==> src/rtl/sar_pkg.sv <==
`timescale 1ns/1ps
package sar_pkg;

    localparam int CH_W  = 3;
    localparam int BUS_W = 32;

    // word select from bus_addr[3:2]
    localparam logic [1:0] WSEL_RESULT = 2'd0;
    localparam logic [1:0] WSEL_STATUS = 2'd1;
    localparam logic [1:0] WSEL_CTRL   = 2'd2;
    localparam logic [1:0] WSEL_DELAY  = 2'd3;

    // control word bit positions, decoded by software
    localparam int CTL_PWR  = 3;
    localparam int CTL_IEN  = 5;
    localparam int CTL_DONE = 6;

    typedef enum logic [1:0] {
        PH_IDLE,
        PH_SETTLE,
        PH_SEARCH
    } phase_e;

    typedef struct packed {
        logic            done;
        logic            ien;
        logic            pwr;
        logic [CH_W-1:0] chan;
    } ctrl_t;

    function automatic logic chan_in_range(input logic [CH_W-1:0] ch, input int count);
        return int'(ch) < count;
    endfunction

    function automatic logic [BUS_W-1:0] ctrl_to_word(input ctrl_t c);
        logic [BUS_W-1:0] w;
        w                 = '0;
        w[CH_W-1:0]       = c.chan;
        w[CTL_PWR]        = c.pwr;
        w[CTL_IEN]        = c.ien;
        w[CTL_DONE]       = c.done;
        return w;
    endfunction

endpackage

==> src/rtl/sar_regfile.sv <==
`timescale 1ns/1ps
module sar_regfile
    import sar_pkg::*;
#(
    parameter int RES_W     = 10,
    parameter int NUM_CH    = 6,
    parameter int DLY_W     = 16,
    parameter int DLY_RESET = 8
) (
    input  logic             clk,
    input  logic             rst,
    input  logic [3:0]       bus_addr,
    input  logic             bus_we,
    input  logic [BUS_W-1:0] bus_wdata,
    output logic [BUS_W-1:0] bus_rdata,
    input  logic             busy,
    input  logic             done_set,
    input  logic [RES_W-1:0] result,
    output ctrl_t            ctrl_q,
    output logic [DLY_W-1:0] dly_q,
    output logic             start,
    output logic             abort
);

    logic [1:0]       wsel;
    logic             ctrl_wr;
    logic             ctrl_ok;
    logic [RES_W-1:0] data_q;

    assign wsel    = bus_addr[3:2];
    assign ctrl_wr = bus_we && (wsel == WSEL_CTRL);
    assign ctrl_ok = ctrl_wr && chan_in_range(bus_wdata[CH_W-1:0], NUM_CH);
    assign start   = ctrl_ok && bus_wdata[CTL_PWR];
    assign abort   = ctrl_ok && !bus_wdata[CTL_PWR];

    always_ff @(posedge clk) begin
        if (rst) begin
            ctrl_q <= '0;
            data_q <= '0;
            dly_q  <= DLY_W'(DLY_RESET);
        end else begin
            if (ctrl_ok) begin
                ctrl_q.chan <= bus_wdata[CH_W-1:0];
                ctrl_q.pwr  <= bus_wdata[CTL_PWR];
                ctrl_q.ien  <= bus_wdata[CTL_IEN];
                ctrl_q.done <= 1'b0;
            end else if (done_set) begin
                ctrl_q.done <= 1'b1;
            end
            if (done_set && !ctrl_ok) begin
                data_q <= result;
            end
            if (bus_we && (wsel == WSEL_DELAY)) begin
                dly_q <= bus_wdata[DLY_W-1:0];
            end
        end
    end

    always_comb begin
        bus_rdata = '0;
        unique case (wsel)
            WSEL_RESULT: bus_rdata[RES_W-1:0] = data_q;
            WSEL_STATUS: bus_rdata[0]         = busy;
            WSEL_CTRL:   bus_rdata            = ctrl_to_word(ctrl_q);
            WSEL_DELAY:  bus_rdata[DLY_W-1:0] = dly_q;
            default:     bus_rdata            = '0;
        endcase
    end

endmodule

==> src/rtl/sar_sequencer.sv <==
`timescale 1ns/1ps
module sar_sequencer
    import sar_pkg::*;
#(
    parameter int DLY_W = 16
) (
    input  logic             clk,
    input  logic             rst,
    input  logic             start,
    input  logic             abort,
    input  logic [DLY_W-1:0] dly,
    input  logic             last_bit,
    output phase_e           phase,
    output logic             load,
    output logic             done_set,
    output logic [DLY_W-1:0] dly_cnt
);

    localparam logic [DLY_W-1:0] ONE = {{(DLY_W-1){1'b0}}, 1'b1};

    always_comb begin
        load = 1'b0;
        if (start) begin
            load = (dly == '0);
        end else if (!abort && phase == PH_SETTLE && dly_cnt == '0) begin
            load = 1'b1;
        end
    end

    assign done_set = (phase == PH_SEARCH) && last_bit && !start && !abort;

    always_ff @(posedge clk) begin
        if (rst) begin
            phase   <= PH_IDLE;
            dly_cnt <= '0;
        end else if (abort) begin
            phase   <= PH_IDLE;
            dly_cnt <= '0;
        end else if (start) begin
            if (dly == '0) begin
                phase   <= PH_SEARCH;
                dly_cnt <= '0;
            end else begin
                phase   <= PH_SETTLE;
                dly_cnt <= dly - ONE;
            end
        end else begin
            unique case (phase)
                PH_SETTLE: begin
                    if (dly_cnt == '0) phase <= PH_SEARCH;
                    else               dly_cnt <= dly_cnt - ONE;
                end
                PH_SEARCH: begin
                    if (last_bit) phase <= PH_IDLE;
                end
                default: phase <= PH_IDLE;
            endcase
        end
    end

endmodule

==> src/rtl/sar_approx.sv <==
`timescale 1ns/1ps
module sar_approx #(
    parameter int RES_W = 10
) (
    input  logic             clk,
    input  logic             rst,
    input  logic             load,
    input  logic             active,
    input  logic             cmp_ge,
    output logic [RES_W-1:0] dac_code,
    output logic             last_bit,
    output logic [RES_W-1:0] result
);

    localparam logic [RES_W-1:0] TOP_BIT = {1'b1, {(RES_W-1){1'b0}}};

    logic [RES_W-1:0] acc_q;
    logic [RES_W-1:0] probe_q;   // one-hot pointer to the bit on trial
    logic [RES_W-1:0] trial;

    assign trial    = acc_q | probe_q;
    assign result   = cmp_ge ? trial : acc_q;
    assign last_bit = active && probe_q[0];
    assign dac_code = active ? trial : '0;

    always_ff @(posedge clk) begin
        if (rst) begin
            acc_q   <= '0;
            probe_q <= '0;
        end else if (load) begin
            acc_q   <= '0;
            probe_q <= TOP_BIT;
        end else if (active) begin
            acc_q   <= result;
            probe_q <= probe_q >> 1;
        end
    end

endmodule

==> src/rtl/sar_adc_ctrl.sv <==
`timescale 1ns/1ps
module sar_adc_ctrl
    import sar_pkg::*;
#(
    parameter int RES_W     = 10,
    parameter int NUM_CH    = 6,
    parameter int DLY_W     = 16,
    parameter int DLY_RESET = 8
) (
    input  logic             clk,
    input  logic             rst,
    input  logic [3:0]       bus_addr,
    input  logic             bus_we,
    input  logic [31:0]      bus_wdata,
    output logic [31:0]      bus_rdata,
    output logic [2:0]       ch_sel,
    output logic [RES_W-1:0] dac_code,
    input  logic             cmp_ge,
    output logic             irq
);

    ctrl_t            ctrl_q;
    logic [DLY_W-1:0] dly_q;
    logic [DLY_W-1:0] dly_cnt;
    logic             start;
    logic             abort;
    logic             load;
    logic             done_set;
    logic             last_bit;
    logic [RES_W-1:0] result;
    phase_e           phase;
    logic             busy;
    logic             in_conv;
    logic             done_flag;

    assign busy      = (phase != PH_IDLE);
    assign in_conv   = (phase == PH_SEARCH);
    assign done_flag = ctrl_q.done;
    assign ch_sel    = ctrl_q.chan;
    assign irq       = done_flag & ctrl_q.ien;

    sar_regfile #(
        .RES_W(RES_W), .NUM_CH(NUM_CH), .DLY_W(DLY_W), .DLY_RESET(DLY_RESET)
    ) u_regs (
        .clk(clk), .rst(rst),
        .bus_addr(bus_addr), .bus_we(bus_we), .bus_wdata(bus_wdata), .bus_rdata(bus_rdata),
        .busy(busy), .done_set(done_set), .result(result),
        .ctrl_q(ctrl_q), .dly_q(dly_q), .start(start), .abort(abort)
    );

    sar_sequencer #(.DLY_W(DLY_W)) u_seq (
        .clk(clk), .rst(rst), .start(start), .abort(abort), .dly(dly_q),
        .last_bit(last_bit), .phase(phase), .load(load), .done_set(done_set),
        .dly_cnt(dly_cnt)
    );

    sar_approx #(.RES_W(RES_W)) u_sar (
        .clk(clk), .rst(rst), .load(load), .active(in_conv), .cmp_ge(cmp_ge),
        .dac_code(dac_code), .last_bit(last_bit), .result(result)
    );

endmodule

==> config.mk <==
export PLATFORM = sky130hd
export DESIGN_NAME = sar_adc_ctrl
export DESIGN_NICKNAME = d
export VERILOG_FILES = /design/src/rtl/sar_pkg.sv /design/src/rtl/sar_regfile.sv /design/src/rtl/sar_sequencer.sv /design/src/rtl/sar_approx.sv /design/src/rtl/sar_adc_ctrl.sv
export SDC_FILE = /design/constraint.sdc
export NUM_CORES = 1
export LEC_CHECK = 0
export BUFFER_PORTS_ARGS = -buffer_cell sky130_fd_sc_hd__buf_2
export CAP_MARGIN = 10
export CELL_PAD_IN_SITES_DETAIL_PLACEMENT = 1
export CELL_PAD_IN_SITES_GLOBAL_PLACEMENT = 2
export CORE_MARGIN = 2
export CORE_UTILIZATION = 32
export CTS_BUF_LIST = sky130_fd_sc_hd__clkbuf_2
export DETAILED_ROUTE_END_ITERATION = 10
export PLACE_DENSITY_LB_ADDON = 0.1
export SYNTH_ARGS = -nofsm -noshare
export SYNTH_HDL_FRONTEND = slang
export SYNTH_SLANG_ARGS = --single-unit
==> constraint.sdc <==
create_clock -name clk -period 2.74 [get_ports clk]
set_input_delay 0.411 -clock clk [delete_from_list [all_inputs] [get_ports clk]]
set_output_delay 0.411 -clock clk [all_outputs]
set_load 0.1 [all_outputs]
After elaboration in Yosys (flattened, before gate mapping)
Index checks and enable logic that the tools add are counted.
Cells by class
  mux-type cells: 18
  reduce and logical (&&, ||, !) cells: 27
  bitwise logic cells: 2
  eq/ne operators: 8
  order comparisons: 1
  add/sub/neg operators: 2
Operators with widths (number)
  $mux W16: 4
  $mux W10: 4
  $logic_not A16 Y1: 2
  $sub A16 B1 Y16 const B: 2
  $pmux W9 S3: 1
  $logic_and A1 B1 Y1: 12
  $or A10 B10 Y10: 1
  $mux W2: 4
  $eq A2 B2 Y1 const B: 3
  $mux W6: 1
  $reduce_bool A2 Y1: 3
  $reduce_or A2 Y1: 3
  $eq A2 B1 Y1 const B: 2
  $logic_not A1 Y1: 4
  $pmux W1 S4: 1
  $pmux W2 S2: 1
  $reduce_and A2 Y1: 2
  $lt A3 B3 Y1 const B: 1
  $ne A3 B2 Y1 const B: 1
  $ne A3 B3 Y1 const B: 1
  $logic_not A2 Y1: 1
  $mux W1: 2
  $ne A2 B1 Y1 const B: 1
  $and A1 B1 Y1: 1
Storage, ports and cells
  bits in registers: 70
  input port bits: 40
  output and inout bits: 46
  word-level logic and storage cells: 69

Depth between registers and ports, before layout
Gate-level depths: netlist of the first run.
  depth in word-level cells: 10
  mapped depth: 10
  gate-level depth less buffers: 7

By module
Synthesis of the first run repeated with hierarchy kept, for this count alone.
Unflattened totals
  cell total of the unflattened synthesis: 479
  area total of the unflattened synthesis: 4147.7 µm²
By module, submodules not included
  sar_regfile: times used 1, cells each 218, area an instance 1851.8 µm², seq. area each 640.6 µm²
  sar_sequencer: times used 1, cells each 168, area an instance 1423.9 µm², seq. area each 360.3 µm²
  sar_approx: times used 1, cells each 90, area an instance 853.3 µm², seq. area each 400.4 µm²
  sar_adc_ctrl: times used 1, cells each 3, area an instance 18.8 µm², seq. area each 0.0 µm²

Worst setup path after synthesis of the first run
Ideal clock, no wire load.
  path type: flip-flop to output port
  start point: register u_seq.phase[0]
  end point: output dac_code[0]
  stages on the path, launching flop included: 4
  arrival time: 1.955 ns
  buffers on the path: 1
  slack: 0.374 ns
  required time: 2.329 ns
  cells stage by stage: dfxtp_1 > nand2b_1 > clkbuf_1 > nor2_1
On the way
  longest elaborated chain between the ends: 2
Ends and longest elaborated chain
  from (decl): line sar_sequencer.sv:13  | output phase_e phase,
  from (signal assigned): line sar_sequencer.sv:34  | phase <= PH_IDLE;
  from (signal assigned): line sar_sequencer.sv:37  | phase <= PH_IDLE;
  from (signal assigned): line sar_sequencer.sv:41  | phase <= PH_SEARCH;
  $eq A2 B2 Y1: line sar_adc_ctrl.sv:37  | assign in_conv = (phase == PH_SEARCH);
  $mux W10: line sar_approx.sv:24  | assign dac_code = active ? trial : '0;
  to (decl): line sar_adc_ctrl.sv:17  | output logic [RES_W-1:0] dac_code,
Every way passes these cells.

Worst setup path in the final report of the first run
  start point: register u_seq.phase[1]
  end point: output bus_rdata[0]
On the way
  longest elaborated chain between the ends: 2
Ends and longest elaborated chain
  $reduce_bool A2 Y1: line sar_adc_ctrl.sv:36  | assign busy = (phase != PH_IDLE);
  $pmux W1 S4: line sar_regfile.sv:61  | unique case (wsel)
  to (decl): line sar_adc_ctrl.sv:15  | output logic [31:0] bus_rdata,
Every way passes these cells.

==> out/qor.csv, run 1 <==
stage,metric,value,unit
synth,sequential cell area fraction in the yosys report,38.02,%
synth,"top cells by area, synth","dfxtp_1 38%, a21oi_1 7.6%, nand2_1 7.3%",
synth,most frequent cell after synthesis,nand2_1,
sta,final max-slew violation count,0,
placed_design,Port Buffers,51,
route,M1 WL,5.294,mm
synth,leading area contributor after synthesis,dfxtp_1,
route,per-cell routed wire length,17.42,um
route,DR top layer,met4,
floorplanning,die width,111.3,um
floorplanning,die area,0.01239,sq mm
synth,Yosys warning count,0,
critical_path,internal reg-to-reg setup slack,350,ps
critical_path,CP top delay family,multiplexers,
synth,"FFs w/ async S/R, synth",0,%
final_layout,nets@finish,562,
critical_path,Required @ worst endpoint,2330,ps
synth,post-synthesis area per instance,7.793,sq um
placed_design,DP Area,0.004040,sq mm
global_route,largest net degree at the start of global routing,35,
placed_design,hpwl dp,8.467,mm
power,VDD IR max,0.0003762,V
placed_design,placed insts,651,
route,vias per cell,5.294,
floorplanning,I/O pin cnt,86,
sta,final setup vio count,0,
cts,Clock Latency Late Sink,560,ps
floorplanning,Starting Density,32.56,%
cts,Longest Clk Path Bufs,2,
route,# DRC,0,
final_layout,non-filler instance count after layout,667,
power,total power,2.320,mW
final_layout,layout cells sized above 1,18.70,%
synth,Synth Cell Area,0.003686,sq mm
final_layout,Final Instance Area,0.004200,sq mm
sta,Worst-Margin Slew,669.8,ps
synth,post-synth cell types,56,
global_route,GRT Overall Usage,19.01,%
floorplanning,Core Footprint,0.01132,sq mm
route,met2 routed WL,5.705,mm
critical_path,R2R depth,5,
synth,Synth top cells by count,"72 x nand2_1, 70 x dfxtp_1, 59 x nor2_1",
sta,Fin Setup TNS,0,ps
critical_path,Setup Crit Path Kind,flip-flop to output port,
critical_path,crit path DAT,2080,ps
final_layout,area occupied by multi-input gates,0.002063,sq mm
sta,Max Fclk,401.1,MHz
sta,worst rel slew slack,55.25,%
cts,H-tree Lvls,3,
final_layout,Reg area,0.001401,sq mm
sta,Hold Fails Final Rpt,0,
final_layout,final core utilization,37.10,%
route,Post-DRT Antenna Nets,0,
critical_path,worst path bufs/invs,1,
synth,Mapped Cells,473,
critical_path,Worst Path Max Fanout,7,
global_route,first-pass GRT wire length,18.58,mm
worst_hold_path,Hold Crit Depth,3,
critical_path,CP Depth,3,
final_layout,Fillers,1432,
power,pwr/cell area,552.3,mW/mm^2
worst_hold_path,Hold Path Class,primary input to flip-flop,
sta,fin crit period,2493,ps
route,via count,3531,
route,DRT Pass-1 Iters,4,
final_layout,Area Growth Syn to Fin,13.95,%
critical_path,CP max-delay cell,mux4_2,
outcome,outcome,finished clean,
sta,RSZ-0062 raised after global routing,no,
critical_path,Worst Setup Start Kind,flip-flop,
floorplanning,Die H,111.3,um
critical_path,crit-path cells,"or2_2, mux4_2, buf_2",
route,Routed WL,11.62,mm
job,Max Cap Viol,0,
synth,share of the synthesized area in the top cell type,38.02,%
critical_path,Worst path max stage delay,480,ps
cts,"Reg clk slew, reported paths",200,ps
placed_design,Final GP Congestion,0.8055,
cts,clk sinks,70,
route,routed wl met3,332,um
cts,number of buffers created by CTS,9,
power,Leakage Power,1.653,nW
cts,CTS tree,yes,
floorplanning,# rows,39,
cts,root buf cell,clkbuf_2,
global_route,number of global-route vias before repair,3503,
synth,top_reg_cell synth,dfxtp_1,
synth,number of synthesized flops with an enable pin,0,
cts,postcts setup bufs,0,
global_route,"Remaining Overflow, GRT",0,
critical_path,crit end category,output port,
global_route,initial antenna violation count,0,
synth,Synth Register Bits,70,
route,DR iter-0 viols,148,
final_layout,diodes inserted,0,
sta,final period utilization,91.00,%
sta,Final Skew,15.41,ps
## path summary, 6_finish.rpt
kind	to	startpoint
setup / recovery	bus_rdata[0]	u_seq.phase[1]
hold / removal	u_regs.dly_q[10]	bus_wdata[10]
setup reg to reg	u_seq.dly_cnt[11]	u_seq.dly_cnt[0]
hold reg to reg	u_regs.ctrl_q[1]	u_regs.ctrl_q[1]
## sequential cells by signal, indices dropped and copies added (netlist names)
name,cells
u_regs.data_q,10
u_seq.phase,2
u_regs.dly_q,16
u_seq.dly_cnt,16
u_sar.acc_q,10
u_regs.ctrl_q,6
u_sar.probe_q,10
## through the flow
step / setup slack (ps) / hold slack [ps]
after detailed placement: 370.9 / 464.6
final: 246.7 / 75.30
after global routing: 129.7 / 22.15
after CTS: 214.5 / 27.12
after floorplan: 373.9 / 436.3
after global placement: 383.1 / 460.0
## cell type report
type | instances | area share [%]
multi-input cells | 366 | 49.12
flip-flops and latches | 70 | 33.36
repair buffers | 65 | 8.877
well taps | 143 | 4.260
clock inverters | 7 | 2.681
clock buffers | 9 | 1.072
inverters | 7 | 0.6256
## per-layer routing
layer,up-vias,track usage (%)
met5,-,0
li1,1744,-
met3,17,3.007
met4,0,7.901
met1,1714,23.90
met2,56,32.48
## repair_timing
action	in CTS	in global routing
endpoints found under the setup margin	1	0
resized for setup	1	0
hold buffers	0	0
## cells in the final DEF, fill, tap and decap left out, drive strengths merged, types with 4 or more instances in the layout
| master | instances |
|---|---|
| and3 | 10 |
| nor3 | 7 |
| conb | 16 |
| xnor2 | 8 |
| clkbuf | 9 |
| xor2 | 10 |
| buf | 65 |
| nand4 | 8 |
| dfxtp | 70 |
| o211ai | 4 |
| nor4 | 12 |
| a22o | 9 |
| o22ai | 7 |
| o21ai | 7 |
| mux2 | 5 |
| a21oi | 56 |
| and2 | 5 |
| a31oi | 4 |
| nor3b | 4 |
| nand3 | 13 |
| nor2 | 59 |
| inv | 7 |
| or4b | 4 |
| nand2 | 72 |
| a211oi | 10 |
## logic make-up (layout without fill, tap and decap cells)
kind of cell	after synthesis	after routing	share of synthesized area [%]
and+or+nand+nor	213	213	28.00
AOI/OAI and AO/OA	110	110	18.84
DFF	70	70	38.02
buffers and inverters	52	88	7.604
xor gates and xnor gates	18	18	4.277
muxes	6	6	2.138
adders and majority gates	3	3	1.018
other	1	16	0.1017
## where the power goes
group	switching [mW]	internal, mW	leakage [nW]
Combinational	0.324	0.131	0.995
Clock	0.404	0.388	0.0917
Sequential	0.0321	1.04	0.566
## worst min-delay path: cells and delay by family
family | cells | cell delay, ps
buf+inv | 1 | 100
simple gates | 1 | 50
compound gates | 1 | 50
No activity file was read; power rests on OpenSTA's default activity.
==> run 2: changes to the inputs <==
--- a/config.mk
+++ b/config.mk
@@ -9,11 +9,10 @@
 export CAP_MARGIN = 10
 export CELL_PAD_IN_SITES_DETAIL_PLACEMENT = 1
 export CELL_PAD_IN_SITES_GLOBAL_PLACEMENT = 2
-export CORE_MARGIN = 2
 export CORE_UTILIZATION = 32
 export CTS_BUF_LIST = sky130_fd_sc_hd__clkbuf_2
 export DETAILED_ROUTE_END_ITERATION = 10
-export PLACE_DENSITY_LB_ADDON = 0.1
+export PLACE_DENSITY = 0.82
 export SYNTH_ARGS = -nofsm -noshare
 export SYNTH_HDL_FRONTEND = slang
 export SYNTH_SLANG_ARGS = --single-unit
==> run 2 against run 1 <==
  * Critical path depth rose by 1
  * Setup slack lost 36 ps
  * Hold slack improved by 19 ps
  * Non-clock buffer count is 3 higher
  * Clock skew is 11 ps higher
  * Via count decreased by 0.68%
  * Register-to-register slack worse by 40 ps
  * Sequential share of layout area rose by 0.51 points
  * Critical path type unchanged
  * Design area shrank 1.5%
  * Clock power is 36% lower
==> out/qor.csv, run 2 (synthesis gave the netlist of run 1 again) <==
stage,metric,value,unit,change
outcome,outcome,finished clean,,
power,clock network power share,24.9,%,-9.2 points
worst_hold_path,Hold Crit Depth,3,,unchanged
route,Routed WL,11.26,mm,-3.1%
sta,final max-slew violation count,0,,unchanged
cts,postcts setup bufs,0,,unchanged
global_route,first-pass GRT wire length,18.08,mm,-2.7%
cts,number of buffers created by CTS,9,,unchanged
cts,root buf cell,clkbuf_2,,
power,Psw,754.6,uW,-0.72%
critical_path,Worst path max stage delay,470,ps,about the same
cts,Clock Latency Late Sink,530,ps,-30 ps
job,Max Cap Viol,0,,unchanged
cts,"Reg clk slew, reported paths",200,ps,about the same
route,per-cell routed wire length,16.91,um,-2.9%
critical_path,CP top delay family,buffers and inverters,,
final_layout,Area Growth Syn to Fin,12.22,%,
global_route,largest net degree at the start of global routing,35,,unchanged
sta,worst rel slew slack,53.66,%,-1.6 points
power,pwr/cell area,493.0,mW/mm^2,-11%
power,VDD IR max,0.0002031,V,-46%
placed_design,placed insts,651,,unchanged
global_route,initial antenna violation count,0,,unchanged
floorplanning,die width,109.3,um,-1.8%
power,Flop pwr share,52.6,%,+6.4 points
critical_path,worst path bufs/invs,2,,+1
global_route,number of global-route vias before repair,3439,,-1.8%
cts,H-tree Lvls,3,,unchanged
floorplanning,Die H,109.3,um,-1.8%
critical_path,crit end category,output port,,
placed_design,Final GP Congestion,0.8807,,+9.3%
floorplanning,Core Footprint,0.01103,sq mm,-2.6%
sta,Fin Setup TNS,0,ps,unchanged
power,sw frac,37.00,%,+4.2 points
final_layout,non-filler instance count after layout,666,,-0.15%
sta,final period utilization,92.31,%,+1.3 points
cts,clk sinks,70,,unchanged
global_route,"Remaining Overflow, GRT",0,,unchanged
critical_path,Worst Setup Start Kind,flip-flop,,
route,vias per cell,5.266,,-0.53%
worst_hold_path,Hold Path Class,primary input to flip-flop,,
sta,final setup vio count,0,,unchanged
global_route,GRT Overall Usage,20.01,%,+1.0 points
final_layout,nets@finish,565,,+0.53%
route,DRT Pass-1 Iters,4,,unchanged
final_layout,final core utilization,37.50,%,+0.40 points
cts,Longest Clk Path Bufs,2,,unchanged
power,combinational power share,22.5,%,+2.9 points
placed_design,hpwl dp,8.367,mm,-1.2%
sta,Hold Fails Final Rpt,0,,unchanged
critical_path,Worst Path Max Fanout,12,,+5
placed_design,Port Buffers,51,,unchanged
floorplanning,I/O pin cnt,86,,unchanged
critical_path,R2R depth,5,,unchanged
route,# DRC,0,,unchanged
critical_path,CP Depth,4,,+1
final_layout,layout cells sized above 1,18.82,%,+0.12 points
floorplanning,Starting Density,33.42,%,+0.86 points
power,P_int,1.285,mW,-18%
final_layout,"commonest non-fill, non-tap cell in the layout",nand2_1,,
final_layout,largest registers,"u_regs.dly_q (16), u_seq.dly_cnt (16)",,
critical_path,internal reg-to-reg setup slack,310,ps,-40 ps
floorplanning,die area,0.01195,sq mm,-3.6%
floorplanning,# rows,38,,-2.6%
power,Leakage Power,1.626,nW,-1.6%
final_layout,most frequent cells in the layout,"72 x nand2_1, 70 x dfxtp_1, 59 x nor2_1",,
critical_path,Required @ worst endpoint,2330,ps,about the same
final_layout,diodes inserted,0,,unchanged
sta,Final Skew,26.83,ps,+11.42 ps
route,via count,3507,,-0.68%
route,Post-DRT Antenna Nets,0,,unchanged
sta,RSZ-0062 raised after global routing,no,,
critical_path,CP max-delay cell,dfxtp_1,,
critical_path,crit path DAT,2120,ps,+40 ps
sta,Max Fclk,395.4,MHz,-1.4%
critical_path,Setup Crit Path Kind,flip-flop to output port,,
sta,hold_ws,94.50,ps,+19.20 ps
route,DR iter-0 viols,126,,-15%
sta,Worst-Margin Slew,695.1,ps,+25.32 ps
sta,fin crit period,2529,ps,+35.85 ps
critical_path,crit-path cells,"nand2b_1, buf_4, nor2_1, buf_2",,
cts,CTS tree,yes,,
==> run 2: power by group through the flow <==
stage / logic [mW] / registers, mW / clock network [mW]
floorplan: 0.366 / 1.08 / 0
global placement: 0.450 / 1.09 / 0
detailed placement: 0.458 / 1.09 / 0
CTS: 0.460 / 1.07 / 0.533
global route: 0.494 / 1.08 / 0.581
finish: 0.459 / 1.07 / 0.508
==> run 2: final cells by class <==
type	count	area [sq um]
Fill cell	1393	6894
Multi-Input combinational cell	366	2061
Sequential cell	70	1401
Timing Repair Buffer	68	387.9
Tap cell	140	175.2
Clock buffer	9	45.04
Clock inverter	6	40.04
Inverter	7	26.28
==> run 2: final timing paths <==
| kind | startpoint | endpoint |
|---|---|---|
| max | u_seq.phase[1] | dac_code[3] |
| min reg2reg | u_regs.ctrl_q[1] | u_regs.ctrl_q[1] |
| max reg2reg | u_seq.dly_cnt[0] | u_seq.dly_cnt[11] |
| min | bus_wdata[12] | u_regs.dly_q[12] |
==> run 2: tightest hold or removal path, cell delays in order <==
cell and delay (ps):
buf_2 100, nand2_1 40, a21oi_1 50
==> run 2: metal layers <==
layer / global-route usage [%] / up-vias / wire (um)
met4: 7.714 / 0 / 192
met3: 2.727 / 13 / 422
met2: 32.48 / 72 / 5232
met5: 0 / - / 0
li1: - / 1735 / -
met1: 26.87 / 1687 / 5413
==> run 2: stage by stage <==
step | setup WS [ps] | power, mW | instance area [sq um]
floorplan | 373.9 | 1.446 | 3742
global route | 1.927 | 2.153 | 4136
CTS | 131.7 | 2.066 | 4131
finish | 210.8 | 2.039 | 4136
detailed placement | 331.1 | 1.551 | 4046
global placement | 359.5 | 1.541 | 4046
==> run 2: what timing repair did <==
action / in CTS / in global routing
hold buffers: 0 / 0
setup endpoints to repair: 0 / 2
gates resized for setup: 0 / 2
